File: config.mk
export PLATFORM = sky130hd
export DESIGN_NAME = vmem_access_unit
export DESIGN_NICKNAME = d
export VERILOG_FILES = /design/src/rtl/vmem_pkg.sv /design/src/rtl/vmem_tlb.sv /design/src/rtl/vmem_page_table.sv /design/src/rtl/vmem_dcache.sv /design/src/rtl/vmem_access_unit.sv
export SDC_FILE = /design/constraint.sdc
export NUM_CORES = 2
export LEC_CHECK = 0
export ABC_CLOCK_PERIOD_IN_PS = 6700
export BUFFER_PORTS_ARGS = -buffer_cell sky130_fd_sc_hd__buf_4
export CAP_MARGIN = 20
export CORE_UTILIZATION = 47
export CTS_BUF_LIST = sky130_fd_sc_hd__clkbuf_8
export CTS_CLUSTER_SIZE = 16
export DETAILED_ROUTE_END_ITERATION = 8
export PLACE_DENSITY = 0.62
export SLEW_MARGIN = 20
export SYNTH_ARGS = -nofsm -noshare
export SYNTH_HDL_FRONTEND = slang
export SYNTH_HIERARCHICAL = 1
export SYNTH_SLANG_ARGS = --single-unit
File: constraint.sdc
create_clock -name clk -period 6.7 [get_ports clk]
set_input_delay 0.67 -clock clk [delete_from_list [all_inputs] [get_ports clk]]
set_output_delay 0.67 -clock clk [all_outputs]
set_load 0.01 [all_outputs]
File: src/rtl/vmem_pkg.sv
package vmem_pkg;
  parameter int VA_W      = 14;
  parameter int PA_W      = 12;
  parameter int OFF_W     = 6;
  parameter int TLB_SETS  = 4;
  parameter int TLB_WAYS  = 4;
  parameter int LINES     = 16;
  parameter int BLK_BYTES = 4;

  localparam int VPN_W    = VA_W - OFF_W;
  localparam int PPN_W    = PA_W - OFF_W;
  localparam int SET_W    = $clog2(TLB_SETS);
  localparam int WAY_W    = $clog2(TLB_WAYS);
  localparam int TTAG_W   = VPN_W - SET_W;
  localparam int BOFF_W   = $clog2(BLK_BYTES);
  localparam int LINE_W   = $clog2(LINES);
  localparam int CTAG_W   = PA_W - LINE_W - BOFF_W;
  localparam int PT_DEPTH = 1 << VPN_W;
  localparam int BLK_W    = BLK_BYTES * 8;
  localparam int LDTAG_W  = (TTAG_W > CTAG_W) ? TTAG_W : CTAG_W;

  typedef enum logic [1:0] {
    LD_TLB   = 2'd0,
    LD_PT    = 2'd1,
    LD_CACHE = 2'd2,
    LD_NONE  = 2'd3
  } ld_tgt_e;

  function automatic logic [VPN_W-1:0] va_vpn(logic [VA_W-1:0] va);
    return va[VA_W-1:OFF_W];
  endfunction

  function automatic logic [SET_W-1:0] vpn_set(logic [VPN_W-1:0] vpn);
    return vpn[SET_W-1:0];
  endfunction

  function automatic logic [TTAG_W-1:0] vpn_tag(logic [VPN_W-1:0] vpn);
    return vpn[VPN_W-1:SET_W];
  endfunction

  function automatic logic [PA_W-1:0] pa_make(logic [PPN_W-1:0] ppn, logic [OFF_W-1:0] off);
    return {ppn, off};
  endfunction

  function automatic logic [LINE_W-1:0] pa_line(logic [PA_W-1:0] pa);
    return pa[BOFF_W +: LINE_W];
  endfunction

  function automatic logic [CTAG_W-1:0] pa_ctag(logic [PA_W-1:0] pa);
    return pa[PA_W-1:BOFF_W+LINE_W];
  endfunction

  function automatic logic [7:0] pick_byte(logic [BLK_W-1:0] blk, logic [BOFF_W-1:0] sel);
    return blk[sel*8 +: 8];
  endfunction

  // lowest invalid way wins; a full set falls back to the rotation pointer
  function automatic logic [WAY_W-1:0] pick_victim(logic [TLB_WAYS-1:0] vld, logic [WAY_W-1:0] rr);
    logic [WAY_W-1:0] v;
    v = rr;
    for (int w = TLB_WAYS - 1; w >= 0; w--) begin
      if (!vld[w]) v = WAY_W'(w);
    end
    return v;
  endfunction
endpackage

File: src/rtl/vmem_tlb.sv
module vmem_tlb
  import vmem_pkg::*;
(
  input  logic              clk,
  input  logic              rst_n,
  input  logic [VPN_W-1:0]  lk_vpn,
  output logic              lk_hit,
  output logic [PPN_W-1:0]  lk_ppn,
  input  logic              fill_en,
  input  logic [PPN_W-1:0]  fill_ppn,
  input  logic              ld_en,
  input  logic [SET_W-1:0]  ld_set,
  input  logic [WAY_W-1:0]  ld_way,
  input  logic              ld_valid,
  input  logic [TTAG_W-1:0] ld_tag,
  input  logic [PPN_W-1:0]  ld_ppn
);
  logic [TLB_WAYS-1:0] vld_q [TLB_SETS];
  logic [TTAG_W-1:0]   tag_q [TLB_SETS][TLB_WAYS];
  logic [PPN_W-1:0]    ppn_q [TLB_SETS][TLB_WAYS];
  logic [WAY_W-1:0]    rr_q  [TLB_SETS];

  logic [SET_W-1:0]  set_w;
  logic [TTAG_W-1:0] tag_w;
  logic [WAY_W-1:0]  victim_w;
  logic              set_full_w;

  assign set_w      = vpn_set(lk_vpn);
  assign tag_w      = vpn_tag(lk_vpn);
  assign victim_w   = pick_victim(vld_q[set_w], rr_q[set_w]);
  assign set_full_w = &vld_q[set_w];

  always_comb begin
    lk_hit = 1'b0;
    lk_ppn = '0;
    for (int w = TLB_WAYS - 1; w >= 0; w--) begin
      if (vld_q[set_w][w] && tag_q[set_w][w] == tag_w) begin
        lk_hit = 1'b1;
        lk_ppn = ppn_q[set_w][w];
      end
    end
  end

  always_ff @(posedge clk or negedge rst_n) begin
    if (!rst_n) begin
      for (int s = 0; s < TLB_SETS; s++) begin
        vld_q[s] <= '0;
        rr_q[s]  <= '0;
        for (int w = 0; w < TLB_WAYS; w++) begin
          tag_q[s][w] <= '0;
          ppn_q[s][w] <= '0;
        end
      end
    end else begin
      for (int s = 0; s < TLB_SETS; s++) begin
        for (int w = 0; w < TLB_WAYS; w++) begin
          if (ld_en && ld_set == SET_W'(s) && ld_way == WAY_W'(w)) begin
            vld_q[s][w] <= ld_valid;
            tag_q[s][w] <= ld_tag;
            ppn_q[s][w] <= ld_ppn;
          end else if (fill_en && set_w == SET_W'(s) && victim_w == WAY_W'(w)) begin
            vld_q[s][w] <= 1'b1;
            tag_q[s][w] <= tag_w;
            ppn_q[s][w] <= fill_ppn;
          end
        end
      end
      if (fill_en && set_full_w) rr_q[set_w] <= rr_q[set_w] + 1'b1;
    end
  end

  // a refill is only made on a miss
  assert_fill_on_miss_R8: assert property (@(posedge clk) disable iff (!rst_n)
    fill_en |-> !lk_hit);

  // a refill not overwritten by a load leaves a valid way behind
  assert_fill_lands_R8: assert property (@(posedge clk) disable iff (!rst_n)
    (fill_en && !(ld_en && ld_set == set_w && ld_way == victim_w))
      |=> vld_q[$past(set_w)][$past(victim_w)]);

  // a refill into a full set advances that set's pointer
  assert_rr_step_R9: assert property (@(posedge clk) disable iff (!rst_n)
    (fill_en && set_full_w) |=> rr_q[$past(set_w)] == $past(rr_q[set_w]) + 1'b1);
endmodule

File: src/rtl/vmem_page_table.sv
module vmem_page_table
  import vmem_pkg::*;
(
  input  logic             clk,
  input  logic             rst_n,
  input  logic [VPN_W-1:0] rd_vpn,
  output logic             rd_valid,
  output logic [PPN_W-1:0] rd_ppn,
  input  logic             ld_en,
  input  logic [VPN_W-1:0] ld_vpn,
  input  logic             ld_valid,
  input  logic [PPN_W-1:0] ld_ppn
);
  logic [PT_DEPTH-1:0] vld_q;
  logic [PPN_W-1:0]    ppn_q [PT_DEPTH];

  assign rd_valid = vld_q[rd_vpn];
  assign rd_ppn   = ppn_q[rd_vpn];

  always_ff @(posedge clk or negedge rst_n) begin
    if (!rst_n)     vld_q <= '0;
    else if (ld_en) vld_q[ld_vpn] <= ld_valid;
  end

  always_ff @(posedge clk) begin
    if (ld_en) ppn_q[ld_vpn] <= ld_ppn;
  end
endmodule

File: src/rtl/vmem_dcache.sv
module vmem_dcache
  import vmem_pkg::*;
(
  input  logic              clk,
  input  logic              rst_n,
  input  logic [PA_W-1:0]   rd_pa,
  output logic              rd_hit,
  output logic [BLK_W-1:0]  rd_blk,
  input  logic              ld_en,
  input  logic [LINE_W-1:0] ld_line,
  input  logic              ld_valid,
  input  logic [CTAG_W-1:0] ld_tag,
  input  logic [BLK_W-1:0]  ld_data
);
  logic [LINES-1:0]  vld_q;
  logic [CTAG_W-1:0] tag_q [LINES];
  logic [BLK_W-1:0]  dat_q [LINES];

  logic [LINE_W-1:0] line_w;
  assign line_w = pa_line(rd_pa);
  assign rd_hit = vld_q[line_w] && (tag_q[line_w] == pa_ctag(rd_pa));
  assign rd_blk = dat_q[line_w];

  always_ff @(posedge clk or negedge rst_n) begin
    if (!rst_n)     vld_q <= '0;
    else if (ld_en) vld_q[ld_line] <= ld_valid;
  end

  always_ff @(posedge clk) begin
    if (ld_en) begin
      tag_q[ld_line] <= ld_tag;
      dat_q[ld_line] <= ld_data;
    end
  end
endmodule

File: src/rtl/vmem_access_unit.sv
module vmem_access_unit
  import vmem_pkg::*;
(
  input  logic               clk,
  input  logic               rst_n,
  input  logic               req_valid,
  input  logic [VA_W-1:0]    req_vaddr,
  output logic               req_ready,
  output logic               resp_done,
  output logic               resp_tlb_hit,
  output logic               resp_fault,
  output logic               resp_cache_hit,
  output logic [7:0]         resp_byte,
  output logic [PA_W-1:0]    resp_paddr,
  input  logic               ld_en,
  input  logic [1:0]         ld_target,
  input  logic [VPN_W-1:0]   ld_index,
  input  logic [WAY_W-1:0]   ld_way,
  input  logic               ld_valid,
  input  logic [LDTAG_W-1:0] ld_tag,
  input  logic [PPN_W-1:0]   ld_ppn,
  input  logic [BLK_W-1:0]   ld_data
);
  typedef enum logic {ST_IDLE, ST_BUSY} state_e;
  state_e         state_q;
  logic [VA_W-1:0] va_q;

  // named events for the checks
  logic             busy_w;
  logic             tlb_hit_w;
  logic [PPN_W-1:0] tlb_ppn_w;
  logic             pt_valid_w;
  logic [PPN_W-1:0] pt_ppn_w;
  logic [PPN_W-1:0] ppn_w;
  logic             fault_w;
  logic             refill_w;
  logic [PA_W-1:0]  paddr_w;
  logic             c_hit_raw_w;
  logic [BLK_W-1:0] c_blk_w;
  logic             cache_hit_w;
  logic [7:0]       byte_w;
  logic             ld_tlb_w, ld_pt_w, ld_cache_w;

  assign busy_w     = (state_q == ST_BUSY);
  assign req_ready  = (state_q == ST_IDLE);
  assign ld_tlb_w   = ld_en && (ld_target == LD_TLB);
  assign ld_pt_w    = ld_en && (ld_target == LD_PT);
  assign ld_cache_w = ld_en && (ld_target == LD_CACHE);

  vmem_tlb u_tlb (
    .clk      (clk),
    .rst_n    (rst_n),
    .lk_vpn   (va_vpn(va_q)),
    .lk_hit   (tlb_hit_w),
    .lk_ppn   (tlb_ppn_w),
    .fill_en  (refill_w),
    .fill_ppn (pt_ppn_w),
    .ld_en    (ld_tlb_w),
    .ld_set   (ld_index[SET_W-1:0]),
    .ld_way   (ld_way),
    .ld_valid (ld_valid),
    .ld_tag   (ld_tag[TTAG_W-1:0]),
    .ld_ppn   (ld_ppn)
  );

  vmem_page_table u_pt (
    .clk      (clk),
    .rst_n    (rst_n),
    .rd_vpn   (va_vpn(va_q)),
    .rd_valid (pt_valid_w),
    .rd_ppn   (pt_ppn_w),
    .ld_en    (ld_pt_w),
    .ld_vpn   (ld_index),
    .ld_valid (ld_valid),
    .ld_ppn   (ld_ppn)
  );

  assign fault_w  = !tlb_hit_w && !pt_valid_w;
  assign refill_w = busy_w && !tlb_hit_w && pt_valid_w;
  assign ppn_w    = tlb_hit_w ? tlb_ppn_w : pt_ppn_w;
  assign paddr_w  = fault_w ? '0 : pa_make(ppn_w, va_q[OFF_W-1:0]);

  vmem_dcache u_dc (
    .clk      (clk),
    .rst_n    (rst_n),
    .rd_pa    (paddr_w),
    .rd_hit   (c_hit_raw_w),
    .rd_blk   (c_blk_w),
    .ld_en    (ld_cache_w),
    .ld_line  (ld_index[LINE_W-1:0]),
    .ld_valid (ld_valid),
    .ld_tag   (ld_tag[CTAG_W-1:0]),
    .ld_data  (ld_data)
  );

  assign cache_hit_w = !fault_w && c_hit_raw_w;
  assign byte_w      = cache_hit_w ? pick_byte(c_blk_w, paddr_w[BOFF_W-1:0]) : 8'h00;

  always_ff @(posedge clk or negedge rst_n) begin
    if (!rst_n) begin
      state_q        <= ST_IDLE;
      va_q           <= '0;
      resp_done      <= 1'b0;
      resp_tlb_hit   <= 1'b0;
      resp_fault     <= 1'b0;
      resp_cache_hit <= 1'b0;
      resp_byte      <= '0;
      resp_paddr     <= '0;
    end else begin
      resp_done <= 1'b0;
      case (state_q)
        ST_IDLE: if (req_valid) begin
          va_q    <= req_vaddr;
          state_q <= ST_BUSY;
        end
        default: begin
          state_q        <= ST_IDLE;
          resp_done      <= 1'b1;
          resp_tlb_hit   <= tlb_hit_w;
          resp_fault     <= fault_w;
          resp_cache_hit <= cache_hit_w;
          resp_byte      <= byte_w;
          resp_paddr     <= paddr_w;
        end
      endcase
    end
  end

  assert_done_after_accept_R2: assert property (@(posedge clk) disable iff (!rst_n)
    (req_valid && req_ready) |-> ##2 resp_done);

  assert_done_pulse_R2: assert property (@(posedge clk) disable iff (!rst_n)
    resp_done |=> !resp_done);

  assert_busy_blocks_R12: assert property (@(posedge clk) disable iff (!rst_n)
    (req_valid && req_ready) |=> !req_ready);

  assert_fault_quiet_R5: assert property (@(posedge clk) disable iff (!rst_n)
    (resp_done && resp_fault) |-> (!resp_cache_hit && !resp_tlb_hit && resp_byte == 8'h00 && resp_paddr == '0));

  assert_miss_zero_R7: assert property (@(posedge clk) disable iff (!rst_n)
    (resp_done && !resp_cache_hit) |-> resp_byte == 8'h00);

  assert_offset_pass_R6: assert property (@(posedge clk) disable iff (!rst_n)
    (resp_done && !resp_fault) |-> resp_paddr[OFF_W-1:0] == $past(va_q[OFF_W-1:0]));
endmodule

==> metrics.md <==
| Metric | Value |
|---|---|
| PD cells | 320 nW/um^2 |
| Worst hold path endpoint | va_q[0]$_DFFE_PN0P_ |
| Clock transition at path regs | 0.07 ns |
| First-pass GRT wire length | 412 mm |
| Min-delay worst type | primary input to register |
| Pre-CTS setup slack | 0.146 ns |
| Area of the multi-input gates | 29700 um^2 |
| Vias | 58700 |
| Gr usage total | 24.0% |
| Tmin final | 6.33 ns |
| Final hold vios | 0 |
| Share of flip-flops with an asynchronous set or reset | 19.7% |
| Leading area contributor after synthesis | edfxtp_1 |
| Slew HR | 17.1% |
| Status | complete, no violations |
| TritonCTS clock tree | yes |
| Synthesized area per cell | 18.4 um^2 |
| Endpoint class of the critical path | register |
| Clock buffer depth | 4 |
| Share of layout cells above drive strength 1 | 28.0% |
| Fin util | 53.3% |
| Area after DPL | 114000 um^2 |
| FMAX | 158 MHz |
| Largest net degree at the start of global routing | 189 |
| YS warnings | 6 |
| Commonest non-fill, non-tap cell in the layout | edfxtp_1 |
| Initial antenna violation count | 9 |
| Worst Tran Pin Value | 1.24 ns |
| Worst Hold Depth | 3 |
| Htree depth | 5 |
| Port Buffers | 99 |
| Vias per inst | 6.02 |
| Synth area leaders | edfxtp_1 (59%), mux4_2 (13%), dfrtp_1 (12%) |
| Chip width | 484 um |
| Synth Flop Type | edfxtp_1 |
| Slew Viols, Final | 0 |
| Area Growth Syn to Fin | 12.4% |
| Number of distinct library cells after synthesis | 77 |
| Setup TNS | 0 ns |
| GRT overflow | 0 |
| Die area | 234000 um^2 |
| Worst R2R Path Depth | 15 |
| Layout fillers | 18200 |
| Post-Synthesis Cells | 5939 |
| Initial Util | 47.4% |
| Top cell type's share of synthesized area | 58.9% |
| Nets | 6437 |
| RSZ-0062 raised after global routing | no |
| Remaining antenna violation count | 0 |
| DR iter-0 viols | 5963 |
| Number of global-route vias before repair | 59600 |
| Worst Path Required | 7.71 ns |
| Critical Path AT | 7.35 ns |
| Design area | 123000 um^2 |
| Per-cell routed wire length | 28.9 um |
| Worst clock skew | 0.138 ns |
| Final Worst Setup Slack | 0.368 ns |
| Worst hold start | req_valid |
| FF+latch count, synth | 2671 |
| Post-synthesis sequential area ratio | 71.0% |
| Total wire length | 282 mm |
| Reg-to-Reg Start | va_q[8]$_DFFE_PN0P_ |
| DR pass1 iterations | 6 |
| Syn_nets | 6014 |
| Leakage | 0.0429 uW |
| Die Height | 484 um |
| Flop2flop setup slack | 0.37 ns |
| TritonCTS Buffers | 445 |
| Clk root buf | clkbuf_8 |
| Sink Count | 2671 |
| Post-CTS setup buffer count | 0 |
| Commonest non-fill, non-tap cells in the layout | edfxtp_1 (2144), mux4_2 (610), dfrtp_1 (521) |
| Startpoint types | register |
| Gpl congestion | 0.888 |
| Crit Path Max Fanout | 34 |
| Final period util | 94.5% |
| Final HPWL DP | 165 mm |
| Final setup vio count | 0 |
| Cell Area, Synth | 109000 um^2 |
| Residual DRC count | 0 |
| Kind of critical path | register to register |
| Register area | 77600 um^2 |
| Hold slack final | 0.0819 ns |
| Core ar. | 231000 um^2 |
| # IOs | 100 |
| R2r endpoint | resp_byte[1]$_DFFE_PN0P_ |
| FP Rows | 176 |
| EDFF count, synth | 2144 |
| Max IR drop VDD | 182 uV |
| Max_cap viols | 0 |
| Worst-Skew Late Latency | 1.15 ns |
[how the worst max path moves through the flow]
stage	slack, ns	to	startpoint
finish	0.37	resp_byte[1]$_DFFE_PN0P_	va_q[8]$_DFFE_PN0P_
global route	0.15	resp_byte[1]$_DFFE_PN0P_	va_q[6]$_DFFE_PN0P_
global placement	0.17	resp_byte[3]$_DFFE_PN0P_	va_q[6]$_DFFE_PN0P_
floorplan	1.38	resp_byte[0]$_DFFE_PN0P_	va_q[6]$_DFFE_PN0P_
CTS	0.15	resp_byte[0]$_DFFE_PN0P_	va_q[6]$_DFFE_PN0P_
detailed placement	0.15	resp_byte[0]$_DFFE_PN0P_	va_q[6]$_DFFE_PN0P_
[registers in the layout (all words and copies together) (netlist names)]
| register | cells |
|---|---|
| u_pt/ppn_q | 1536 |
| u_dc/dat_q | 512 |
| u_pt/vld_q | 256 |
| u_dc/tag_q | 96 |
| u_tlb/ppn_q | 96 |
| u_tlb/tag_q | 96 |
| u_dc/vld_q | 16 |
| u_tlb/vld_q | 16 |
| va_q | 14 |
| resp_paddr | 12 |
| resp_byte | 8 |
| u_tlb/rr_q | 8 |
| busy_w | 1 |
| resp_cache_hit | 1 |
| resp_done | 1 |
| resp_fault | 1 |
| resp_tlb_hit | 1 |
[synth_stat cells, types with 33 or more instances]
| master | count |
|---|---|
| nand2_1 | 317 |
| mux4_2 | 610 |
| buf_2 | 95 |
| a21oi_1 | 107 |
| buf_6 | 33 |
| nand3_1 | 60 |
| edfxtp_1 | 2144 |
| a22oi_1 | 62 |
| o22ai_1 | 70 |
| o21ai_0 | 117 |
| dfrtp_1 | 527 |
| mux2i_1 | 318 |
| mux2_2 | 310 |
| clkbuf_1 | 200 |
| nor3_1 | 45 |
| nor2_1 | 442 |
| a31oi_1 | 50 |
| nor4_1 | 36 |
[where the power goes]
part           leakage, uW  total (uW)  internal [uW]  switching (uW)
Sequential          0.0261       19100          18600             452
Clock              0.00499       13700           7300            6400
Combinational       0.0118        6560           2970            3600
[through the flow]
stage | instances | total power (uW)
floorplan | 5939 | 23700
global placement | 8880 | 25800
detailed placement | 8882 | 25900
CTS | 9747 | 39700
global route | 9751 | 40900
finish | 9758 | 39300
[per-layer routing]
metal	track usage [%]	part of all wire, %	vias to the layer above
li1	-	-	24700
met1	33.9	42	31200
met2	37.9	48	2333
met3	4.61	7.4	496
met4	7.19	2.7	12
met5	0	0.029	-
[timing repair]
action | CTS | global route
endpoints found under the setup margin | 0 | 9
resized for setup | 0 | 2
hold buffers | 58 | 0
hold endpoints to repair | 670 | 0
[layout make-up]
| class | count | share of cell area [%] |
|---|---|---|
| Sequential cell | 2671 | 63.1 |
| Multi-Input combinational cell | 2864 | 24.1 |
| Clock buffer | 500 | 5.60 |
| Tap cell | 3026 | 3.08 |
| Timing Repair Buffer | 369 | 2.67 |
| Clock inverter | 307 | 1.31 |
| Inverter | 11 | 0.0336 |
| Antenna cell | 10 | 0.0204 |
[critical path: stages, from the launching register on]
cell and delay (ns):
dfrtp_4 0.78, nand2_2 0.43, buf_4 0.34, o22ai_1 0.22
o21ai_1 0.08, a221oi_1 0.43, nor3_1 0.15, nor4_4 0.64
or2_0 0.26, buf_4 0.23, and2_4 0.50, buf_4 0.53
mux4_2 0.39, mux4_2 0.52, mux4_2 0.47, a22o_1 0.20
[cells by family after synthesis]
kind of cell    count (synthesis)  share of synthesized area [%]
flops                        2671                           71.0
mux                          1264                           19.3
simple gates                 1016                           4.04
compound gates                547                           3.27
buf+inv                       405                           2.12
xor+xnor                       36                          0.289
No activity file was read; power rests on OpenSTA's default activity.
